## config.mk

```make
export PLATFORM = sky130hd
export DESIGN_NAME = clkmul_top
export DESIGN_NICKNAME = d
export VERILOG_FILES = /design/src/rtl/clkmul_pkg.sv /design/src/rtl/clkmul_ref_sync.sv /design/src/rtl/clkmul_period_meter.sv /design/src/rtl/clkmul_rate_gen.sv /design/src/rtl/clkmul_top.sv
export SDC_FILE = /design/constraint.sdc
export NUM_CORES = 1
export LEC_CHECK = 0
export BUFFER_PORTS_ARGS = -buffer_cell sky130_fd_sc_hd__buf_2
export CELL_PAD_IN_SITES_DETAIL_PLACEMENT = 1
export CELL_PAD_IN_SITES_GLOBAL_PLACEMENT = 1
export CORE_UTILIZATION = 44
export DETAILED_ROUTE_END_ITERATION = 7
export PLACE_DENSITY_LB_ADDON = 0.1
export SKIP_CTS_REPAIR_TIMING = 1
export SLEW_MARGIN = 5
export SYNTH_ARGS = -nofsm -noshare
export SYNTH_HDL_FRONTEND = slang
export SYNTH_HIERARCHICAL = 1
export SYNTH_SLANG_ARGS = --single-unit
```

## constraint.sdc

```tcl
create_clock -name clk_i -period 4.2 [get_ports clk_i]
set_clock_uncertainty 0.2 [all_clocks]
set_input_delay 0.84 -clock clk_i [delete_from_list [all_inputs] [get_ports clk_i]]
set_output_delay 0.84 -clock clk_i [all_outputs]
set_load 0.05 [all_outputs]
```

## src/rtl/clkmul_pkg.sv

```systemverilog
package clkmul_pkg;

    typedef enum logic {
        MODE_SPREAD = 1'b0,
        MODE_BURST  = 1'b1
    } mode_e;

    typedef struct packed {
        logic strb;
        logic sq;
    } tick_t;

    // multiplication factor for rate slot idx: 2, 4, 8, ...
    function automatic int rate_of(input int idx);
        return 2 << idx;
    endfunction

endpackage

```

## src/rtl/clkmul_ref_sync.sv

```systemverilog
module clkmul_ref_sync (
    input  logic clk_i,
    input  logic rst_i,
    input  logic ref_i,
    output logic rise_o
);
    // [0] and [1] form the synchronizer, [2] holds the previous sample
    logic [2:0] shift_q;

    always_ff @(posedge clk_i) begin
        if (rst_i) shift_q <= '0;
        else       shift_q <= {shift_q[1:0], ref_i};
    end

    assign rise_o = shift_q[1] & ~shift_q[2];


    single_rise_chk: assert property (@(posedge clk_i) disable iff (rst_i)
        rise_o |=> !rise_o);

endmodule

```

## src/rtl/clkmul_period_meter.sv

```systemverilog
module clkmul_period_meter #(
    parameter int CNT_W = 12
) (
    input  logic             clk_i,
    input  logic             rst_i,
    input  logic             rise_i,
    output logic [CNT_W-1:0] period_o,
    output logic             lock_o
);
    localparam logic [CNT_W-1:0] CNT_MAX = '1;
    localparam logic [CNT_W-1:0] ONE     = CNT_W'(1);

    logic [CNT_W-1:0] cnt_q, period_q, meas;
    logic             armed_q, have_q, lock_q, close;

    always_comb begin
        meas  = cnt_q + ONE;
        close = (meas == period_q) || (meas == period_q + ONE) ||
                (meas + ONE == period_q);
    end

    always_ff @(posedge clk_i) begin
        if (rst_i) begin
            cnt_q    <= '0;
            period_q <= '0;
            armed_q  <= 1'b0;
            have_q   <= 1'b0;
            lock_q   <= 1'b0;
        end else if (rise_i) begin
            cnt_q   <= '0;
            armed_q <= 1'b1;
            if (cnt_q == CNT_MAX) begin
                have_q <= 1'b0;
                lock_q <= 1'b0;
            end else if (armed_q) begin
                period_q <= meas;
                have_q   <= 1'b1;
                lock_q   <= have_q && close;
            end
        end else if (cnt_q == CNT_MAX) begin
            armed_q <= 1'b0;
            have_q  <= 1'b0;
            lock_q  <= 1'b0;
        end else begin
            cnt_q <= cnt_q + ONE;
        end
    end

    assign period_o = period_q;
    assign lock_o   = lock_q;


    lock_on_edge_chk: assert property (@(posedge clk_i) disable iff (rst_i)
        $rose(lock_o) |-> $past(rise_i));


    stall_unlock_chk: assert property (@(posedge clk_i) disable iff (rst_i)
        (cnt_q == CNT_MAX && !rise_i) |=> !lock_o);

endmodule

```

## src/rtl/clkmul_rate_gen.sv

```systemverilog
module clkmul_rate_gen
    import clkmul_pkg::*;
#(
    parameter int CNT_W       = 12,
    parameter int RATE        = 2,
    parameter int BURST_SPACE = 2
) (
    input  logic             clk_i,
    input  logic             rst_i,
    input  logic             rise_i,
    input  logic             lock_i,
    input  mode_e            mode_i,
    input  logic [CNT_W-1:0] period_i,
    output tick_t            tick_o
);
    localparam int ACC_W = CNT_W + 1;
    localparam int GAP_W = (BURST_SPACE > 1) ? $clog2(BURST_SPACE) : 1;
    localparam int REM_W = $clog2(RATE);
    localparam logic [ACC_W-1:0] STEP    = ACC_W'(RATE);
    localparam logic [GAP_W-1:0] GAP_RLD = GAP_W'(BURST_SPACE - 1);
    localparam logic [REM_W-1:0] REM_RLD = REM_W'(RATE - 1);

    logic [ACC_W-1:0] acc_q, sum, nxt, per_ext, half;
    logic             wrap, supported;
    logic             spr_q, sq_q, bst_q;
    logic [REM_W-1:0] brem_q;
    logic [GAP_W-1:0] bgap_q;

    always_comb begin
        per_ext   = {1'b0, period_i};
        half      = per_ext >> 1;
        sum       = acc_q + STEP;
        wrap      = sum >= per_ext;
        nxt       = wrap ? sum - per_ext : sum;
        supported = per_ext >= STEP;
    end

    always_ff @(posedge clk_i) begin
        if (rst_i) begin
            acc_q  <= '0;
            spr_q  <= 1'b0;
            sq_q   <= 1'b0;
            bst_q  <= 1'b0;
            brem_q <= '0;
            bgap_q <= '0;
        end else if (rise_i) begin
            acc_q  <= '0;
            spr_q  <= 1'b1;
            sq_q   <= 1'b1;
            bst_q  <= 1'b1;
            brem_q <= REM_RLD;
            bgap_q <= GAP_RLD;
        end else begin
            acc_q <= nxt;
            spr_q <= wrap;
            sq_q  <= nxt < half;
            if (brem_q != '0 && bgap_q == '0) begin
                bst_q  <= 1'b1;
                brem_q <= brem_q - 1'b1;
                bgap_q <= GAP_RLD;
            end else begin
                bst_q <= 1'b0;
                if (brem_q != '0) bgap_q <= bgap_q - 1'b1;
            end
        end
    end

    logic en_spread, en_burst;
    assign en_spread   = lock_i && supported && (mode_i == MODE_SPREAD);
    assign en_burst    = lock_i && (mode_i == MODE_BURST);
    assign tick_o.strb = (en_spread & spr_q) | (en_burst & bst_q);
    assign tick_o.sq   = en_spread & sq_q;


    spread_align_chk: assert property (@(posedge clk_i) disable iff (rst_i)
        rise_i |=> spr_q);


    acc_bound_chk: assert property (@(posedge clk_i) disable iff (rst_i)
        (lock_i && supported) |-> (acc_q < per_ext));

    generate
        if (BURST_SPACE > 1) begin : g_gap

            burst_gap_chk: assert property (@(posedge clk_i) disable iff (rst_i)
                (bst_q && !rise_i) |=> !bst_q);
        end
    endgenerate

endmodule

```

## src/rtl/clkmul_top.sv

```systemverilog
module clkmul_top
    import clkmul_pkg::*;
#(
    parameter int CNT_W       = 12,
    parameter int NUM_RATES   = 3,
    parameter int BURST_SPACE = 2
) (
    input  logic                 clk_i,
    input  logic                 rst_i,
    input  logic                 ref_i,
    input  logic                 mode_i,
    output logic [NUM_RATES-1:0] strb_o,
    output logic [NUM_RATES-1:0] sq_o,
    output logic [CNT_W-1:0]     period_o,
    output logic                 lock_o
);
    logic  rise;
    tick_t ticks [NUM_RATES];

    clkmul_ref_sync u_sync (
        .clk_i  (clk_i),
        .rst_i  (rst_i),
        .ref_i  (ref_i),
        .rise_o (rise)
    );

    clkmul_period_meter #(.CNT_W(CNT_W)) u_meter (
        .clk_i    (clk_i),
        .rst_i    (rst_i),
        .rise_i   (rise),
        .period_o (period_o),
        .lock_o   (lock_o)
    );

    generate
        for (genvar g = 0; g < NUM_RATES; g++) begin : g_rate
            clkmul_rate_gen #(
                .CNT_W       (CNT_W),
                .RATE        (rate_of(g)),
                .BURST_SPACE (BURST_SPACE)
            ) u_gen (
                .clk_i    (clk_i),
                .rst_i    (rst_i),
                .rise_i   (rise),
                .lock_i   (lock_o),
                .mode_i   (mode_e'(mode_i)),
                .period_i (period_o),
                .tick_o   (ticks[g])
            );
            assign strb_o[g] = ticks[g].strb;
            assign sq_o[g]   = ticks[g].sq;


            narrow_quiet_chk: assert property (@(posedge clk_i) disable iff (rst_i)
                (!mode_i && period_o < CNT_W'(rate_of(g))) |-> (!strb_o[g] && !sq_o[g]));
        end
    endgenerate


    quiet_unlocked_chk: assert property (@(posedge clk_i) disable iff (rst_i)
        !lock_o |-> (strb_o == '0 && sq_o == '0));

endmodule

```

* Yosys cells after proc, flatten, opt, wreduce, memory -nomap -nowiden *
Cells that the tools add are included.

word-level totals
  register bits = 87
  output and inout bits = 19

operators by class
  $lt $le $gt $ge = 9
  eq/ne operators = 4
  reductions and logical operators = 26
  add/sub/neg operators = 15
  multiplexer cells = 38
  bitwise gates (word level) = 19

operators by type and width
  kind                   count
  $ge 13x12->1           3
  $lt 13x11->1           3
  $mux 13                3
  $sub 13x12->13         3
  $add 12x1->12 const B  3
  $eq 12x12->1           3
  $mux 1                 31
  $add 13x2->13 const B  1
  $add 13x3->13 const B  1
  $add 13x4->13 const B  1
  $eq 12x12->1 const B   1
  $ge 12x2->1 const B    1
  $ge 12x3->1 const B    1
  $ge 12x4->1 const B    1
  $reduce_bool 2->1      6
  $reduce_bool 3->1      4
  $logic_and 1x1->1      11
  $and 1x1->1            10
  $mux 3                 2
  $not 1->1              6
  $mux 2                 2
  $sub 1x1->1 const B    4
  $or 1x1->1             3
  $reduce_and 3->1       1
  5 further kinds        6

* Depth between registers and ports, before layout *
Gate-level depths: netlist (run 1).

  depth after elaboration = 8
  gate-level depth with buffers = 23

* Cells and area by module *
The synthesis (run 1) kept the hierarchy.

by module, submodules not included
  module                              cells each  times used  area each (sq um)
  clkmul_period_meter                 246         1           2016.9
  clkmul_rate_gen at g_rate[2].u_gen  242         1           1973.1
  clkmul_rate_gen at g_rate[0].u_gen  226         1           1868.0
  clkmul_rate_gen at g_rate[1].u_gen  228         1           1845.5
  clkmul_ref_sync                     7           1           87.6

* Least setup slack after synthesis (run 1) *
Ideal clock, no wire load.

  kind = register to register
  start point = register u_meter.period_q[6], in the netlist u_meter/period_o[6]
  end point = register g_rate[2].u_gen.sq_q
  arrival = 3.937 ns
  stages on the path, launching flop included = 18
  buffers on the path = 1
  setup slack = 0.005 ns
  cell sequence = dfxtp_1 > inv_1 > ha_1 > a21o_1 > a31oi_4 > o21ai_2 > or3_1 > or2_4 > buf_6 > mux2_4 > ha_1 > a21oi_1 > nor2b_1 > o21ai_0 > a21oi_1 > o21a_1 > a311oi_1 > o211a_1

on the way
  word-level cells in the longest chain between the ends = 4

RTL lines
  what                        line                       text
  start, declared             clkmul_period_meter.sv:13  logic [CNT_W-1:0] cnt_q, period_q, meas;
  start signal, assigned      clkmul_period_meter.sv:36  period_q <= meas;
  $ge 13x12->1                clkmul_rate_gen.sv:33      wrap = sum >= per_ext;
  $mux 13                     clkmul_rate_gen.sv:34      nxt = wrap ? sum - per_ext : sum;
  net g_rate[2].u_gen.nxt[5]  clkmul_rate_gen.sv:23      logic [ACC_W-1:0] acc_q, sum, nxt, per_ext, half;
  $lt 13x11->1                clkmul_rate_gen.sv:56      sq_q <= nxt < half;
  $mux 1                      clkmul_rate_gen.sv:46      end else if (rise_i) begin
  end signal, assigned        clkmul_rate_gen.sv:56
  end, declared               clkmul_rate_gen.sv:25      logic spr_q, sq_q, bst_q;

The timed path passes the listed nets, and every way through them passes these cells.
A chain may end at the register's enable or synchronous reset.

* Final worst setup path (run 1) *
  start point = register g_rate[2].u_gen.acc_q[3]
  end point = register g_rate[2].u_gen.sq_q

on the way
  word-level cells in the longest chain between the ends = 5

RTL lines
  what                                            line                                          text
  start, declared                                 clkmul_rate_gen.sv:23
  start signal, assigned                          clkmul_rate_gen.sv:54                         acc_q <= nxt;
  $add 13x4->13 *                                 clkmul_rate_gen.sv:32                         sum = acc_q + STEP;
  $sub 13x12->13 or $ge 13x12->1 (tied branches)  clkmul_rate_gen.sv:34, clkmul_rate_gen.sv:33
  $mux 13 *                                       clkmul_rate_gen.sv:34
  net g_rate[2].u_gen.nxt[9]                      clkmul_rate_gen.sv:23
  $lt 13x11->1 *                                  clkmul_rate_gen.sv:56
  $mux 1 *                                        clkmul_rate_gen.sv:46

Mark *: on every way through the listed nets, which the timed path passes. The rest lies on a longest branch.

==> impl_metrics.toml, run 1 <==
[final_layout]
nNetsFinal = 1103
layout_common_cells = "nor2_1, buf_4, dfxtp_1"
area_growth_pct = 19.9
final_common_cell = "nor2_1"
n_antenna_cell = 0
postLayoutCellArea_um2 = 9340
final_util = 0.540
layout-drive-gt1-share = 0.246
final_cells = 1251

[clock_network]
cts-root-buf = "clkbuf_16"
cts_tree = "built"
htree_levels = 3
clock-sinks = 87
cts_buffer_depth = 2
clk_latency_ps = 360
clk_transition_reported_paths_ps = 70
cts_buffers = 9

[timing]
max_freq_mhz = 234
slew_viol_final = 0
hold_violations = 0
setup_viol = 1
setup_ws_ps = -78.9
fin_tns_setup_ps = -78.9
period_share = 1.02
min_period_ps = 4280
maxSlewHeadroom = 0.446
fin_hold_ws_ps = 257
worst_pin_slew_ps = 831

[pwr]
switchingPower_mw = 3.50
ir_drop_v = 0.000417
p_int_mw = 4.28
power_frac_comb = 0.736
switching_share = 0.450
leakagePower_nw = 3.77
power_frac_seq = 0.154
power.total_mw = 7.78
p_clk_frac = 0.110
powerDensity_nw_per_um2 = 833

[floorplan]
die_area_um2 = 18200
coreArea_um2 = 17300
rows = 48
io_pins = 23
die_y_um = 135
start_util = 0.450
die_w_um = 135

[logic_synthesis]
yosys_most_used_dff = "dfxtp_1"
syn_avg_cell_area_um2 = 8.21
synthArstFlopShare = 0
synth-seq-cells = 87
synth-edff-count = 0
ys_seq_area_frac = 0.224
synthesis.instances = 949
mappedNetlistNets = 1031
yosys_warnings = 6
synth_cell_type_count = 86
syn_area_um2 = 7790

[critical_path]
cp-start-kind = "flop"
arrival_ps = 4360
cp_max_fo = 7
crit_path_end_kind = "flop"
crit_type = "reg -> reg"
cp.required_ps = 4280

[route]
dr.first_iter.drc_count = 298
wl_um = 25000
drc = 0
dr.pass1.iters = 4
ant_nets = 0
wire_per_inst_um = 20.0
num_vias = 7252
via_per_inst = 5.80

[global_route]
grtUsageTotal = 0.275
grt_max_degree = 33
gr-total-overflow = 0
grt_pass1_vias = 7714
grt_antenna_before_repair = 0
grt_pass1_wl_um = 39500

[run_status]
violations = "negative setup slack"
status = "finished, violations left"

[placement]
dpl-instance-area_um2 = 8440
place_ws_ps = -279
port_buffers = 22
dp_cells = 1221
gp_congestion = 0.860
dp_hpwl_um = 19200

[hold_path]
min_path_type = "reg -> reg"

[flow_run]
maxCapViolCount = 0
## critical path: stages (launching register included)
cell and delay, ps:
dfxtp_4 380, and4_4 250, nand2_1 100, xnor2_2 280, ha_4 260, a31oi_4 160
o21ai_2 100, or3_1 410, or2_4 290, buf_4 170, mux2_4 310, ha_1 320
o21ai_0 250, a21oi_1 80, o21a_1 180, a311oi_2 230, o211a_1 220
## synthesized netlist by cell type, drive strengths merged, types with 12 or more instances
cell type  count  area, um^2
nor3          27         168
mux2          17         225
nand4         20         140
dfxtp         87        1740
nand2         53         206
clkbuf        22        82.6
o21a          16         120
o21ai         31         174
ha            75         938
nor2          91         352
xnor2         54         488
nand3         39         218
nor3b         19         168
xor2          36         338
nor4          12        96.3
nor2b         25         181
a21o          18         135
a21oi         68         340
inv           66         248
buf           15         124
a211oi        26         195
## power groups by stage
stage / sequential (mW) / clock (mW) / combinational (mW)
2_1_floorplan: 1.14 / 0 / 3.82
5_1_grt: 1.22 / 0.920 / 6.26
3_3_place_gp: 1.15 / 0 / 4.84
3_5_place_dp: 1.17 / 0 / 5.06
6_report: 1.20 / 0.859 / 5.73
4_1_cts: 1.15 / 0.889 / 5.12
## registers in the layout, indices dropped and copies added, names as in the netlist
signal and cells:
u_sync/shift_q 3, u_meter/cnt_q 12, u_meter/period_o 12, g_rate.u_gen/bst_q 3, u_meter/armed_q 1, u_meter/have_q 1
g_rate.u_gen/spr_q 3, g_rate.u_gen/brem_q 6, g_rate.u_gen/bgap_q 3, g_rate.u_gen/sq_q 3, g_rate.u_gen/acc_q 39, u_meter/lock_o 1
## final timing paths
kind	start	endpoint	slack (ps)	cells past startpoint
worst max-delay path	g_rate[2].u_gen/acc_q[3]$_SDFF_PP0_	g_rate[2].u_gen/sq_q$_SDFF_PP0_	-80	16
worst min-delay path	u_sync/shift_q[0]$_SDFF_PP0_	u_sync/shift_q[1]$_SDFF_PP0_	260	1
worst max register to register	g_rate[2].u_gen/acc_q[3]$_SDFF_PP0_	g_rate[2].u_gen/sq_q$_SDFF_PP0_	-80	16
worst min register to register	u_sync/shift_q[0]$_SDFF_PP0_	u_sync/shift_q[1]$_SDFF_PP0_	260	1
## cell families (layout without fill, tap and decap cells)
kind of cell	count (synthesis)	after routing	synth area share
compound gates	228	228	0.203
simple gates	340	340	0.244
fa+ha+maj	78	78	0.128
flops	87	87	0.224
mux	23	23	0.0366
buf+inv	103	180	0.0583
xor+xnor	90	90	0.106
## metal layers
metal,vias to the layer above,share of wire,global-route usage
met3,42,0.021,0.0248
met4,0,0.025,0.103
li1,3554,-,-
met1,3572,0.46,0.353
met5,-,0,0
met2,84,0.50,0.477
## final cells by class
class,count,area (um^2)
Clock buffer,11,253
Clock inverter,5,65.1
Fill cell,2070,7960
Inverter,66,248
Multi-Input combinational cell,759,6030
Sequential cell,87,1770
Tap cell,225,282
Timing Repair Buffer,98,693
(Power assumes the default switching activity.)
==> run 2, diff against run 1 <==
- ABC_AREA: not set -> 1
- CORE_UTILIZATION: 44 -> 41
==> run 2 against run 1 <==
Compared with the run above:
- the run now ends clean
- first-iteration DRC count is 1.0% lower
- utilization is 7.6 points lower
- synthesized cell count is 37% higher
- setup slack better by 390 ps
- largest power group unchanged
- combinational power is 16% lower
- area after synthesis is 4.8% higher
- wire length is 0.20% lower
==> impl_metrics.toml, run 2 <==
[run_status]
status = "finished, final reports clean"

[timing]
setup_viol = 0
hold_violations = 0
fin_hold_ws_ps = 217
min_period_ps = 3880
worst_pin_slew_ps = 597
slew_viol_final = 0
max_freq_mhz = 257
maxSlewHeadroom = 0.597
period_share = 0.925
rsz0062_at_grt = "yes"

[placement]
port_buffers = 22
gp_congestion = 0.866
dp_hpwl_um = 20300

[flow_run]
maxCapViolCount = 0

[floorplan]
rows = 51
die_area_um2 = 20500
io_pins = 23
coreArea_um2 = 19500
start_util = 0.418
die_w_um = 143
die_y_um = 143

[pwr]
leakagePower_nw = 4.47
ir_drop_v = 0.000368
powerDensity_nw_per_um2 = 764

[clock_network]
htree_levels = 3
clock-sinks = 87
cts_buffers = 9
clk_latency_ps = 350
clk_transition_reported_paths_ps = 70
cts_tree = "built"
cts-root-buf = "clkbuf_16"
cts_buffer_depth = 2

[global_route]
gr-total-overflow = 0
grt_pass1_wl_um = 41300
grt_max_degree = 23
grt_antenna_before_repair = 0
grt_pass1_vias = 8252
grtUsageTotal = 0.260

[critical_path]
crit_start = "g_rate[0].u_gen/acc_q[1]$_SDFF_PP0_"
r2r_start = "g_rate[0].u_gen/acc_q[1]$_SDFF_PP0_"
cp-start-kind = "flop"
crit_type = "reg -> reg"
cp.required_ps = 4290
cp_max_fo = 15
crit_path_end_kind = "flop"
arrival_ps = 3970

[final_layout]
largest_reg_flops = 39
regMostFlops = "g_rate.u_gen/acc_q"
n_antenna_cell = 0
final_util = 0.464
final_common_cell = "nand2_1"
layout_common_cells = "nand2_1, inv_1, nor2_1"
nNetsFinal = 1418
layout-drive-gt1-share = 0.139
area_growth_pct = 11.0

[route]
ant_nets = 0
dr.pass1.iters = 4
wire_per_inst_um = 15.6
wl_um = 25000
dr.first_iter.drc_count = 295
drc = 0
via_per_inst = 5.00
num_vias = 8027

[hold_path]
min_path_type = "reg -> reg"
hp-start = "u_sync/shift_q[0]$_SDFF_PP0_"

[logic_synthesis]
synthArstFlopShare = 0
synth_top_area_cell = "dfxtp_1"
yosysMostFrequentCell = "nand2_1"
syn_area_um2 = 8170
yosys_most_used_dff = "dfxtp_1"
syn_avg_cell_area_um2 = 6.29
synth.area.top_cells = "dfxtp_1, nand2_1, ha_1, inv_1, nor2_1"
synth-seq-cells = 87
synth_cell_type_count = 45
ys_seq_area_frac = 0.213
synth-edff-count = 0
mappedNetlistNets = 1380
netlist.area_leader.share = 0.213
yosys-top-cells-count = "nand2_1, inv_1, nor2_1"
synthesis.instances = 1298
yosys_warnings = 6
[run 2: cell count changes after synthesis, moves of 18 or more]
cell     previous run  this run
a21o_1             18         0
inv_1              66       217
inv_2               0        22
nand2_1            52       350
nand2_2             0        30
nand3_1            36        74
nor2_1             89       120
nor2_2              1        19
nor2b_1            21         0
nor3_1             23         5
xnor2_1            52        22
[run 2: path summary, 6_finish.rpt]
kind,cells after the start,slack [ps],endpoint
setup / recovery,24,320,g_rate[0].u_gen/sq_q$_SDFF_PP0_
hold / removal,2,220,u_sync/shift_q[1]$_SDFF_PP0_
setup reg to reg,24,320,g_rate[0].u_gen/sq_q$_SDFF_PP0_
hold reg to reg,2,220,u_sync/shift_q[1]$_SDFF_PP0_
[run 2: critical path: stages, from the launching register on]
cell and delay (ps):
dfxtp_2 390, ha_2 220, nand2_1 90, nor2_1 170, nand2_1 110, nor2_1 120, xnor2_1 180, inv_1 120
ha_4 250, nand2_1 100, nor2_2 50, nand4_1 80, nand2_1 80, nor2_4 190, nand2_8 130, o21ai_0 260
inv_1 90, ha_1 300, nand2_1 80, nor2_1 50, a211oi_1 210, o2111ai_1 130, inv_1 70, nand2_1 50
a21oi_2 100
[run 2: per-stage QoR]
stage                     TNS, ps  cell area [um^2]  power, mW  setup slack, ps  std cells
after floorplan                 0              8170       4.91              601       1298
after global placement          0              8650       5.74              209       1590
after detailed placement        0              8650       5.87              118       1590
after CTS                       0              8980       6.88             77.8       1606
after global routing        -24.3              9060       7.69            -21.4       1606
final                           0              9060       6.92              316       1606
[run 2: area by class of cell]
cell class                 count  area [um^2]
clock inverter                 5          106
fill                        2693        10500
multi-input combinational    954         5460
timing repair buffer          42          264
inverter                     242          921
clock buffer                  11          233
sequential                    87         1750
tap                          265          332
[run 2: cell families (layout without fill, tap and decap cells)]
group,count (synthesis),count (layout),share of synthesized area
buffers and inverters,257,300,0.126
xor gates and xnor gates,53,53,0.0568
adders and majority gates,78,78,0.122
AOI/OAI and AO/OA,166,166,0.120
DFF,87,87,0.213
and+or+nand+nor,657,657,0.362
[run 2: report_power, final]
part           internal, mW  switching [mW]  leakage (nW)
sequential             1.01           0.129         0.714
clock                 0.584           0.370         0.160
combinational          1.79            3.03          3.60
[run 2: routing by layer]
| layer | GRT usage | wire length [um] | up-vias |
|---|---|---|---|
| met5 | 0 | 0 | - |
| met4 | 0.0640 | 341 | 0 |
| met3 | 0.0252 | 420 | 19 |
| met2 | 0.449 | 11800 | 62 |
| met1 | 0.345 | 12400 | 3792 |
| li1 | - | - | 4154 |
